**src/rtl/mbx_rx_fifo.sv**
```systemverilog
module mbx_rx_fifo #(
  parameter int DEPTH = 8,
  parameter int ID_W  = 3
) (
  input  logic            clk,
  input  logic            rst_n,
  input  logic            push_en,
  input  logic [63:0]     push_msg,
  input  logic [ID_W-1:0] push_id,
  input  logic [5:0]      bus_addr,
  input  logic            bus_wr,
  input  logic [31:0]     bus_wdata,
  output logic [31:0]     bus_rdata,
  output logic            irq
);
  localparam int AW = $clog2(DEPTH);
  localparam logic [5:0] A_ID = 6'h00, A_LO = 6'h04, A_HI = 6'h08, A_TRIG = 6'h0C,
                         A_RST = 6'h10, A_STS = 6'h14, A_ISTS = 6'h18, A_MASK = 6'h1C,
                         A_DEPTH = 6'h24;

  logic [63:0]     msg_mem [DEPTH];
  logic [ID_W-1:0] id_mem  [DEPTH];
  logic [AW-1:0]   wr_ptr, rd_ptr;
  logic            full_q, irq_sts;
  logic [4:0]      mask_q;

  wire empty    = (wr_ptr == rd_ptr) && !full_q;
  wire fifo_clr = bus_wr && bus_addr == A_RST && bus_wdata == 32'd0;
  wire pop_req  = bus_wr && bus_addr == A_TRIG && bus_wdata[0];
  wire irq_clr  = bus_wr && bus_addr == A_ISTS && bus_wdata[0];
  wire do_push  = push_en && !full_q && !fifo_clr;
  wire do_pop   = pop_req && !empty && !fifo_clr;
  wire [AW-1:0] wr_nxt = wr_ptr + 1'b1;
  wire [AW-1:0] rd_nxt = rd_ptr + 1'b1;

  always_ff @(posedge clk)
    if (do_push) begin
      msg_mem[wr_ptr] <= push_msg;
      id_mem[wr_ptr]  <= push_id;
    end

  always_ff @(posedge clk or negedge rst_n)
    if (!rst_n) begin
      wr_ptr <= '0;
      rd_ptr <= '0;
      full_q <= 1'b0;
    end else if (fifo_clr) begin
      wr_ptr <= '0;
      rd_ptr <= '0;
      full_q <= 1'b0;
    end else begin
      if (do_push) wr_ptr <= wr_nxt;
      if (do_pop)  rd_ptr <= rd_nxt;
      if (do_push && !do_pop && wr_nxt == rd_ptr) full_q <= 1'b1;
      else if (do_pop && !do_push)                full_q <= 1'b0;
    end

  always_ff @(posedge clk or negedge rst_n)
    if (!rst_n)                          irq_sts <= 1'b0;
    else if (fifo_clr || irq_clr)        irq_sts <= 1'b0;
    else if (!empty && !mask_q[0])       irq_sts <= 1'b1;

  always_ff @(posedge clk or negedge rst_n)
    if (!rst_n)                                 mask_q <= 5'h1F;
    else if (bus_wr && bus_addr == A_MASK)      mask_q <= bus_wdata[4:0];

  assign irq = irq_sts;

  always_comb begin
    bus_rdata = '0;
    case (bus_addr)
      A_ID:    bus_rdata = 32'(id_mem[rd_ptr]);
      A_LO:    bus_rdata = msg_mem[rd_ptr][31:0];
      A_HI:    bus_rdata = msg_mem[rd_ptr][63:32];
      A_STS:   bus_rdata = {8'(rd_ptr), 8'(wr_ptr), 13'd0, full_q, 2'd0};
      A_ISTS:  bus_rdata = {31'd0, irq_sts};
      A_MASK:  bus_rdata = {27'd0, mask_q};
      A_DEPTH: bus_rdata = 32'(DEPTH - 1);
      default: bus_rdata = '0;
    endcase
  end
endmodule


```
**config.mk**
```make
export PLATFORM = sky130hd
export DESIGN_NAME = mbx_rx_fifo
export DESIGN_NICKNAME = d
export VERILOG_FILES = /design/src/rtl/mbx_rx_fifo.sv
export SDC_FILE = /design/constraint.sdc
export NUM_CORES = 1
export LEC_CHECK = 0
export BUFFER_PORTS_ARGS = -buffer_cell sky130_fd_sc_hd__buf_4
export CORE_MARGIN = 2
export CORE_UTILIZATION = 30
export DETAILED_ROUTE_END_ITERATION = 16
export MAX_ROUTING_LAYER = met4
export PLACE_DENSITY = 0.5
export SYNTH_ARGS = -nofsm -noshare
export SYNTH_HDL_FRONTEND = slang
export SYNTH_SLANG_ARGS = --single-unit
```
**constraint.sdc**
```tcl
create_clock -name clk -period 7.95 [get_ports clk]
set_input_delay 2.385 -clock clk [delete_from_list [all_inputs] [get_ports clk]]
set_output_delay 2.385 -clock clk [all_outputs]
set_load 0.1 [all_outputs]
```
After elaboration in Yosys (flattened, before gate mapping):

Memories as Yosys holds them, arrays and structs flattened.
Index checks and enable logic that the tools add are counted.
Widths: inputs -> output; s select.

* memories kept: 2
* output and inout bits: 33
* bits of input ports: 109
* register bits after elaboration: 13
* memory bits (writable): 536
* word-level logic and storage cells: 60

* equal/unequal tests: 10
* reductions and logical operators: 29
* $add $sub $neg: 2
* mux-type cells: 12

Memory list
* msg_mem: depth 8, width 64, rd ports 1, clocked after memory_dff 0, write ports 1, line 21 `logic [63:0] msg_mem [DEPTH];`
* id_mem: depth 8, width 3, rd ports 1, clocked after memory_dff 0, write ports 1, line 22 `logic [ID_W-1:0] id_mem [DEPTH];`

Operators with widths (number)
* $pmux 32 s7: 1
* $logic_not 32->1: 1
* $eq 6x5->1 const B: 4
* $logic_and 1x1->1: 16
* $eq 6x4->1 const B: 2
* $mux 3: 4
* $mux 1: 7
* $add 3x1->3 const B: 2
* $eq 3x3->1: 2
* $eq 6x3->1 const B: 1
* $eq 6x6->1 const B: 1
* $logic_not 1->1: 6
* $logic_not 6->1: 1
* $reduce_bool 2->1: 3
* $reduce_bool 3->1: 1
* $logic_or 1x1->1: 1

Longest topological paths before layout:

Gate-level depths: netlist (run 1).

* word-level depth: 10
* gate-level depth with buffers: 9
* depth with buffers taken out: 6

Worst setup path after synthesis (run 1):

No wires, ideal clock.

* path kind: input-to-reg
* start: in bus_addr[2]
* end: mem id_mem[6][0], enable pin
* arrival: 9.800 ns
* stages: 4
* path slack: -2.532 ns
* path buffers: 1
* required time: 7.268 ns
* setup time: 0.682 ns
* cells stage by stage: clkbuf_1 -> nand4bb_1 -> nor4_2 -> nor4b_1

* word-level cells in the longest chain between the ends: 7

RTL lines
* start: declaration: line 10 `input logic [5:0] bus_addr,`
* $eq 6x5->1: line 28 `wire fifo_clr = bus_wr && bus_addr == A_RST && bus_wdata == 32'd0;`
* $logic_and 1x1->1 (2 in series): line 28
* $logic_not 1->1: line 31 `wire do_push = push_en && !full_q && !fifo_clr;`
* $logic_and 1x1->1: line 31
* $mux 1: line 37 `if (do_push) begin`
* $mux 1 (implied by the code): line 39 `id_mem[wr_ptr] <= push_id;`
* end: declaration: line 22

Every way passes these cells.

Final worst setup path (run 1):

* start: in bus_addr[1]
* end: out bus_rdata[29]

* word-level cells in the longest chain between the ends: 2

RTL lines
* $eq 6x6->1, or another cell as far along: line 71 `case (bus_addr)`
* $pmux 32 s7 (*): line 71
* end: declaration: line 13 `output logic [31:0] bus_rdata,`

Every way passes the cells marked *; elsewhere a longest branch is shown, timed or not.

==> results.txt, run 1 <==
# resized after CTS - 0
Worst Hold Class - flip-flop to flip-flop
Total number of vias - 10,100
Worst path arrival time - 4.41 ns
Leak - 7.84 nW
Main flop type after synthesis - edfxtp_1
Most used cell, CP - buf_4
Multi-input logic area - 4650 sq um
Synthesized Nets - 1,070
Largest net degree at the start of global routing - 66
Ys async rst share - 2.37%
MaxCap Viol Count - 0
Crit-path max cell delay - 0.66 ns
Critical path buffer and inverter count - 2
Post-route ant nets - 0
Vias in the first global route - 10,800
Fin crit share - 85.5%
Number of antenna violations at the first check in global routing - 2
DP Wirelength - 28,800 microns
Clock Path Buffers - 3
Die Ht - 270 microns
Total GRT Usage - 14.4%
Die area - 73,100 sq um
Avg Cell Area, Syn - 22.2 sq um
Max VDD drop - 0.148 mV
Drt first pass iters - 5
Critical Path Start Type - input port
PnR Total Power - 6.47 mW
Switch Pwr - 1.45 mW
TritonCTS Buffers - 59
Share of post-route cells with drive strength above 1 - 33.4%
CP required - 5.57 ns
IO Pins - 142
DRT Wirelength - 51,000 microns
Post-Syn Area - 21,300 sq um
Fmax - 0.147 GHz
Largest delay share family, worst path - simple AND/OR/NAND/NOR gates
Hold Vio Cnt, Final - 0
CTS tree - done
Area grow syn2layout - 19.3%
Pint - 5.01 mW
Post-CTS setup buffers - 0
Fin nets - 1,242
Largest area contributor in the netlist - edfxtp_1
GPL Wtd Cong - 0.804
Number of synthesized flops with an enable pin - 536
Unique masters post-synth - 46
Die W - 270 microns
PwrDens - 255 nW/um^2
Synth Register Bits - 549
CP endpoint kind - output pin
# DRC - 0
Yosys warnings - 0
Status - completed
DR iter-0 viols - 613
Combinational Power Share - 8.1%
Placement Cell Area - 23,600 sq um
Slew Limit Fails - 0
Synth area leaders - edfxtp_1 (76%), mux4_2 (14%), mux2i_1 (3.2%), dfrtp_1 (0.94%), o22ai_1 (0.68%)
Final Skew - 0.0232 ns
Clk_lat worst skew - 0.62 ns
Port bufs - 141
Clock-pin transition on the worst setup and hold timing paths - 0.06 ns
DR WL/cell - 24.0 microns
Hold buffer count at cts - 0
WHS - 0.585 ns
Core area - 70,100 sq um
Effective utilization at floorplan - 30.3%
Global-route wire length before repair - 74,900 microns
Vias per inst - 4.76
Share of the synthesized area in the top cell type - 75.6%
Commonest non-fill, non-tap cell in the layout - edfxtp_1
Mapped Cells - 959
Root Driver - clkbuf_16
Register area - 16,400 sq um
Gr ovfl total - 0
Final instance area - 25,400 sq um
Switching Fraction - 22.5%
Slowest cell on crit path - or3b_4
Clk sinks - 549
Sequential share of the synthesized area - 77.2%
Relative slew slack - 30.2%
Row count - 97
Final setup viols - 0
Util after Layout - 36.2%
Unrepaired setup endpoints after global routing - false
Tightest Pin Transition - 1.05 ns
Reg power frac - 52.2%
CP max FO - 32
Cell Chain, Critical Path - buf_4 -> or4_4 -> or3b_4 -> o22ai_1 -> buf_4
Crit Path Class - input port to output pin
CTS H-tree lvls - 2
Setup TNS - 0 ns
Final min period - 6.80 ns
Fill count - 6,581
Most frequent cells in the layout - edfxtp_1 (536), buf_4 (158), mux4_2 (129)
Clk pwr share - 39.7%
-- tightest hold or removal path, stage by stage, from the launching register on --
cell and delay, ns:
dfrtp_1 0.38, o22ai_1 0.09, nor2_1 0.08
-- cell families after synthesis --
logic type,synth area share [%]
AOI/OAI and AO/OA,1.68
and+or+nand+nor,2.20
DFF,77.2
xor gates and xnor gates,0.329
adders and majority gates,0.118
muxes,17.2
buffers and inverters,1.30
-- synth_stat cells, drive strengths merged (2+ instances only) --
| master | count |
|---|---|
| a2111oi | 2 |
| a21oi | 11 |
| a31oi | 3 |
| and3 | 3 |
| buf | 36 |
| clkbuf | 17 |
| dfrtp | 8 |
| dfstp | 5 |
| edfxtp | 536 |
| ha | 2 |
| inv | 3 |
| mux2 | 7 |
| mux2i | 67 |
| mux4 | 129 |
| nand2 | 8 |
| nand3 | 9 |
| nand3b | 2 |
| nand4 | 3 |
| nor2 | 26 |
| nor2b | 5 |
| nor3 | 3 |
| nor3b | 4 |
| nor4 | 9 |
| nor4b | 4 |
| o211ai | 2 |
| o21ai | 9 |
| o22ai | 23 |
| o311ai | 2 |
| or3 | 2 |
| or4 | 2 |
| xnor2 | 2 |
| xor2 | 6 |
-- per-stage QoR --
stage | setup slack, ns | std cells
floorplan | -2.53 | 959
global placement | 1.16 | 2010
detailed placement | 1.13 | 2010
CTS | 1.12 | 2119
global route | 1.05 | 2121
finish | 1.15 | 2122
-- power groups by stage --
stage / registers [mW] / logic (mW) / clock network, mW
after floorplan: 3.40 / 0.359 / 0
after global placement: 3.44 / 0.539 / 0
after detailed placement: 3.44 / 0.538 / 0
after CTS: 3.38 / 0.539 / 2.65
after global routing: 3.39 / 0.570 / 2.76
final: 3.38 / 0.522 / 2.57
-- worst paths after layout --
path                             endpoint        start  slack, ns  depth (start not counted)
max                         bus_rdata[29]  bus_addr[1]       1.15                          5
min                                   irq          irq       0.59                          2
max reg2reg                msg_mem[3][54]       full_q       4.86                          5
min reg2reg                           irq          irq       0.59                          2
max in group asynchronous       mask_q[1]        rst_n       6.11                          1
min in group asynchronous       wr_ptr[2]        rst_n       1.60                          1
-- cell type report --
| class | count | area share [%] |
|---|---|---|
| Clock inverter | 26 | 0.705 |
| Clock buffer | 83 | 6.41 |
| Antenna cell | 3 | 0.0296 |
| Inverter | 3 | 0.0443 |
| Multi-Input combinational cell | 354 | 18.3 |
| Sequential cell | 549 | 64.7 |
| Timing Repair Buffer | 164 | 5.14 |
| Tap cell | 940 | 4.63 |
-- flip-flops by register name (all words and copies together) (netlist names) --
signal	count
mask_q	5
full_q	1
wr_ptr	3
rd_ptr	3
irq	1
id_mem	24
msg_mem	512
-- per-layer routing --
metal  vias up  track usage [%]  share of wire, %
li1       4419                -                 -
met1      5361             18.8                45
met2       261             22.9                48
met3        65             3.16               5.5
met4         0             3.59               1.9
met5         -                -                 0
Power figures use the tool's default switching activity.
==> run 2, diff against run 1 <==
--- a/config.mk
+++ b/config.mk
@@ -5,12 +5,13 @@
 export SDC_FILE = /design/constraint.sdc
 export NUM_CORES = 1
 export LEC_CHECK = 0
+export ABC_AREA = 0
 export BUFFER_PORTS_ARGS = -buffer_cell sky130_fd_sc_hd__buf_4
 export CORE_MARGIN = 2
 export CORE_UTILIZATION = 30
 export DETAILED_ROUTE_END_ITERATION = 16
 export MAX_ROUTING_LAYER = met4
-export PLACE_DENSITY = 0.5
+export PLACE_DENSITY = 0.48
 export SYNTH_ARGS = -nofsm -noshare
 export SYNTH_HDL_FRONTEND = slang
 export SYNTH_SLANG_ARGS = --single-unit
==> constraint.sdc (replaced) <==
create_clock -name clk -period 6.3 [get_ports clk]
set_input_delay 1.89 -clock clk [delete_from_list [all_inputs] [get_ports clk]]
set_output_delay 1.89 -clock clk [all_outputs]
set_load 0.1 [all_outputs]
==> results.txt, run 2 (same netlist as run 1, synthesis figures left out) <==
Fin worst setup slack - 0.439 ns (-0.711 ns)
Area grow syn2layout - 20.3%
CTS tree - done
# DRC - 0 (unchanged)
CP required - 4.41 ns (-1.16 ns)
DRT Wirelength - 51,800 microns (+1.6%)
DR WL/cell - 24.4 microns (+1.5%)
Worst R2R Start - full_q
Hold buffer count at cts - 0 (unchanged)
Fill count - 6,537 (-0.67%)
Max VDD drop - 0.222 mV (+50%)
Share of post-route cells with drive strength above 1 - 36.0% (+2.5 points)
Largest register by flop count - msg_mem
Total number of vias - 10,200 (+1.1%)
Worst path arrival time - 3.97 ns (-0.44 ns)
Total GRT Usage - 14.6% (+0.18 points)
Root Driver - clkbuf_16
Die area - 73,100 sq um (unchanged)
R2r setup slk - 3.54 ns (-1.32 ns)
Global Route met1 Usage - 19.9% (+1.1 points)
# resized after CTS - 0 (unchanged)
CP max FO - 18 (-44%)
MaxCap Viol Count - 0 (unchanged)
Relative slew slack - 33.0% (+2.9 points)
Leak - 7.91 nW (+0.85%)
DR iter-0 viols - 779 (+27%)
Critical Path Start Type - input port
Most frequent cells in the layout - edfxtp_1 (536), buf_4 (160), mux4_2 (129)
Util after Layout - 36.5% (+0.29 points)
Row count - 97 (unchanged)
GPL Wtd Cong - 0.810 (+0.76%)
Global-route wire length before repair - 75,700 microns (+1.1%)
Max reg flops - 512 (unchanged)
Crit Path Class - input port to output pin
Tightest Pin Transition - 0.997 ns (-0.0478 ns)
PwrDens - 320 nW/um^2 (+26%)
Vias in the first global route - 10,800 (-0.24%)
Clock Path Buffers - 3 (unchanged)
Status - completed
IO Pins - 142 (unchanged)
Clk sinks - 549 (unchanged)
FF-to-FF End - msg_mem[4][60]
Commonest non-fill, non-tap cell in the layout - edfxtp_1
Hold endpoint - irq
Dpl ws - 0.454 ns (-0.671 ns)
CP endpoint kind - output pin
Effective utilization at floorplan - 30.3% (unchanged)
DP Wirelength - 29,600 microns (+2.7%)
Biggest regs - msg_mem: 512 flops, id_mem: 24 flops, mask_q: 5 flops
Fin nets - 1,246 (+0.32%)
Min-Delay Path Depth - 2 (unchanged)
Die Ht - 270 microns (unchanged)
TritonCTS Buffers - 58 (-1.7%)
Port bufs - 141 (unchanged)
Fmax - 0.171 GHz
Final setup viols - 0 (unchanged)
CTS H-tree lvls - 2 (unchanged)
Unrepaired setup endpoints after global routing - false
Slew Limit Fails - 0 (unchanged)
Hold Vio Cnt, Final - 0 (unchanged)
Die W - 270 microns (unchanged)
Clk_lat worst skew - 0.60 ns (-0.02 ns)
Final min period - 5.86 ns
R2R depth - 4 (-1)
Worst Hold Class - flip-flop to flip-flop
Met2 Usage GRT - 22.3% (-0.56 points)
GR peak layer - met2
Met3 usage - 3.07% (-0.089 points)
Fin crit share - 93.0%
Post-CTS setup buffers - 0 (unchanged)
Largest net degree at the start of global routing - 61 (-7.6%)
Post-route ant nets - 0 (unchanged)
Clock-pin transition on the worst setup and hold timing paths - 0.06 ns (about the same)
Vias per inst - 4.81 (+1.0%)
Drt first pass iters - 4 (-1)
Number of antenna violations at the first check in global routing - 4 (+2)
Final Skew - 0.00950 ns (-0.0137 ns)
Core area - 70,100 sq um (unchanged)
Min-delay src - irq
Gr ovfl total - 0 (unchanged)
-- run 2: changes by cell type in the layout (fill, tap and decap cells not counted), moves of 4 or more --
cell      previous run  this run
clkbuf_8             4         0
clkinv_1            16         8
clkinv_2             5        10
o21ai_0              8         2
o21ai_1              1         7
o22ai_1             23         2
o22ai_2              0        21
-- run 2: worst max path at each step --
stage	start	to	slack [ns]	depth (start not counted)
after detailed placement	bus_addr[1]	bus_rdata[13]	0.45	6
after CTS	bus_addr[1]	bus_rdata[13]	0.45	6
final	bus_addr[1]	bus_rdata[29]	0.44	6
after global placement	bus_addr[1]	bus_rdata[29]	0.50	6
after floorplan	bus_addr[2]	id_mem[4][0]	-1.60	4
after global routing	bus_addr[1]	bus_rdata[10]	0.40	6
-- run 2: layout make-up --
class	count	area (sq um)	area share, %
diodes	4	10.0	0.0391
clock buffers	77	1540	6.03
clock inverters	27	240	0.939
inverters	3	11.3	0.0440
multi-input cells	354	4790	18.7
flip-flops and latches	549	16400	64.2
well taps	940	1180	4.60
repair buffers	169	1380	5.40
-- run 2: power breakdown --
| part | total [mW] | leakage (nW) | internal [mW] | switching, mW |
|---|---|---|---|---|
| Sequential | 4.26 | 4.96 | 4.17 | 0.0914 |
| Combinational | 0.692 | 2.08 | 0.305 | 0.387 |
| Clock | 3.24 | 0.866 | 1.87 | 1.37 |
-- run 2: stage by stage --
stage	TNS, ns	hold WS [ns]	total power, mW	area, sq um	instances
detailed placement	0	0.553	5.05	23800	2015
global route	0	0.623	8.49	25600	2123
CTS	0	0.565	8.30	25600	2119
global placement	0	0.544	5.05	23800	2015
finish	0	0.572	8.19	25600	2123
floorplan	-482.70	0.537	4.75	21400	959
-- run 2: worst max-delay path, cell delays in order --
cell     delay, ns
buf_4         0.12
or4_4         0.56
or3b_4        0.55
buf_4         0.28
o22ai_2       0.22
buf_4         0.32
-- run 2: per-layer routing --
layer / wire length (microns) / vias to the layer above / share of wire (%)
li1: - / 4426 / -
met1: 23900 / 5476 / 46
met2: 24200 / 243 / 47
met3: 2650 / 68 / 5.1
met4: 958 / 0 / 1.9
met5: 0 / - / 0
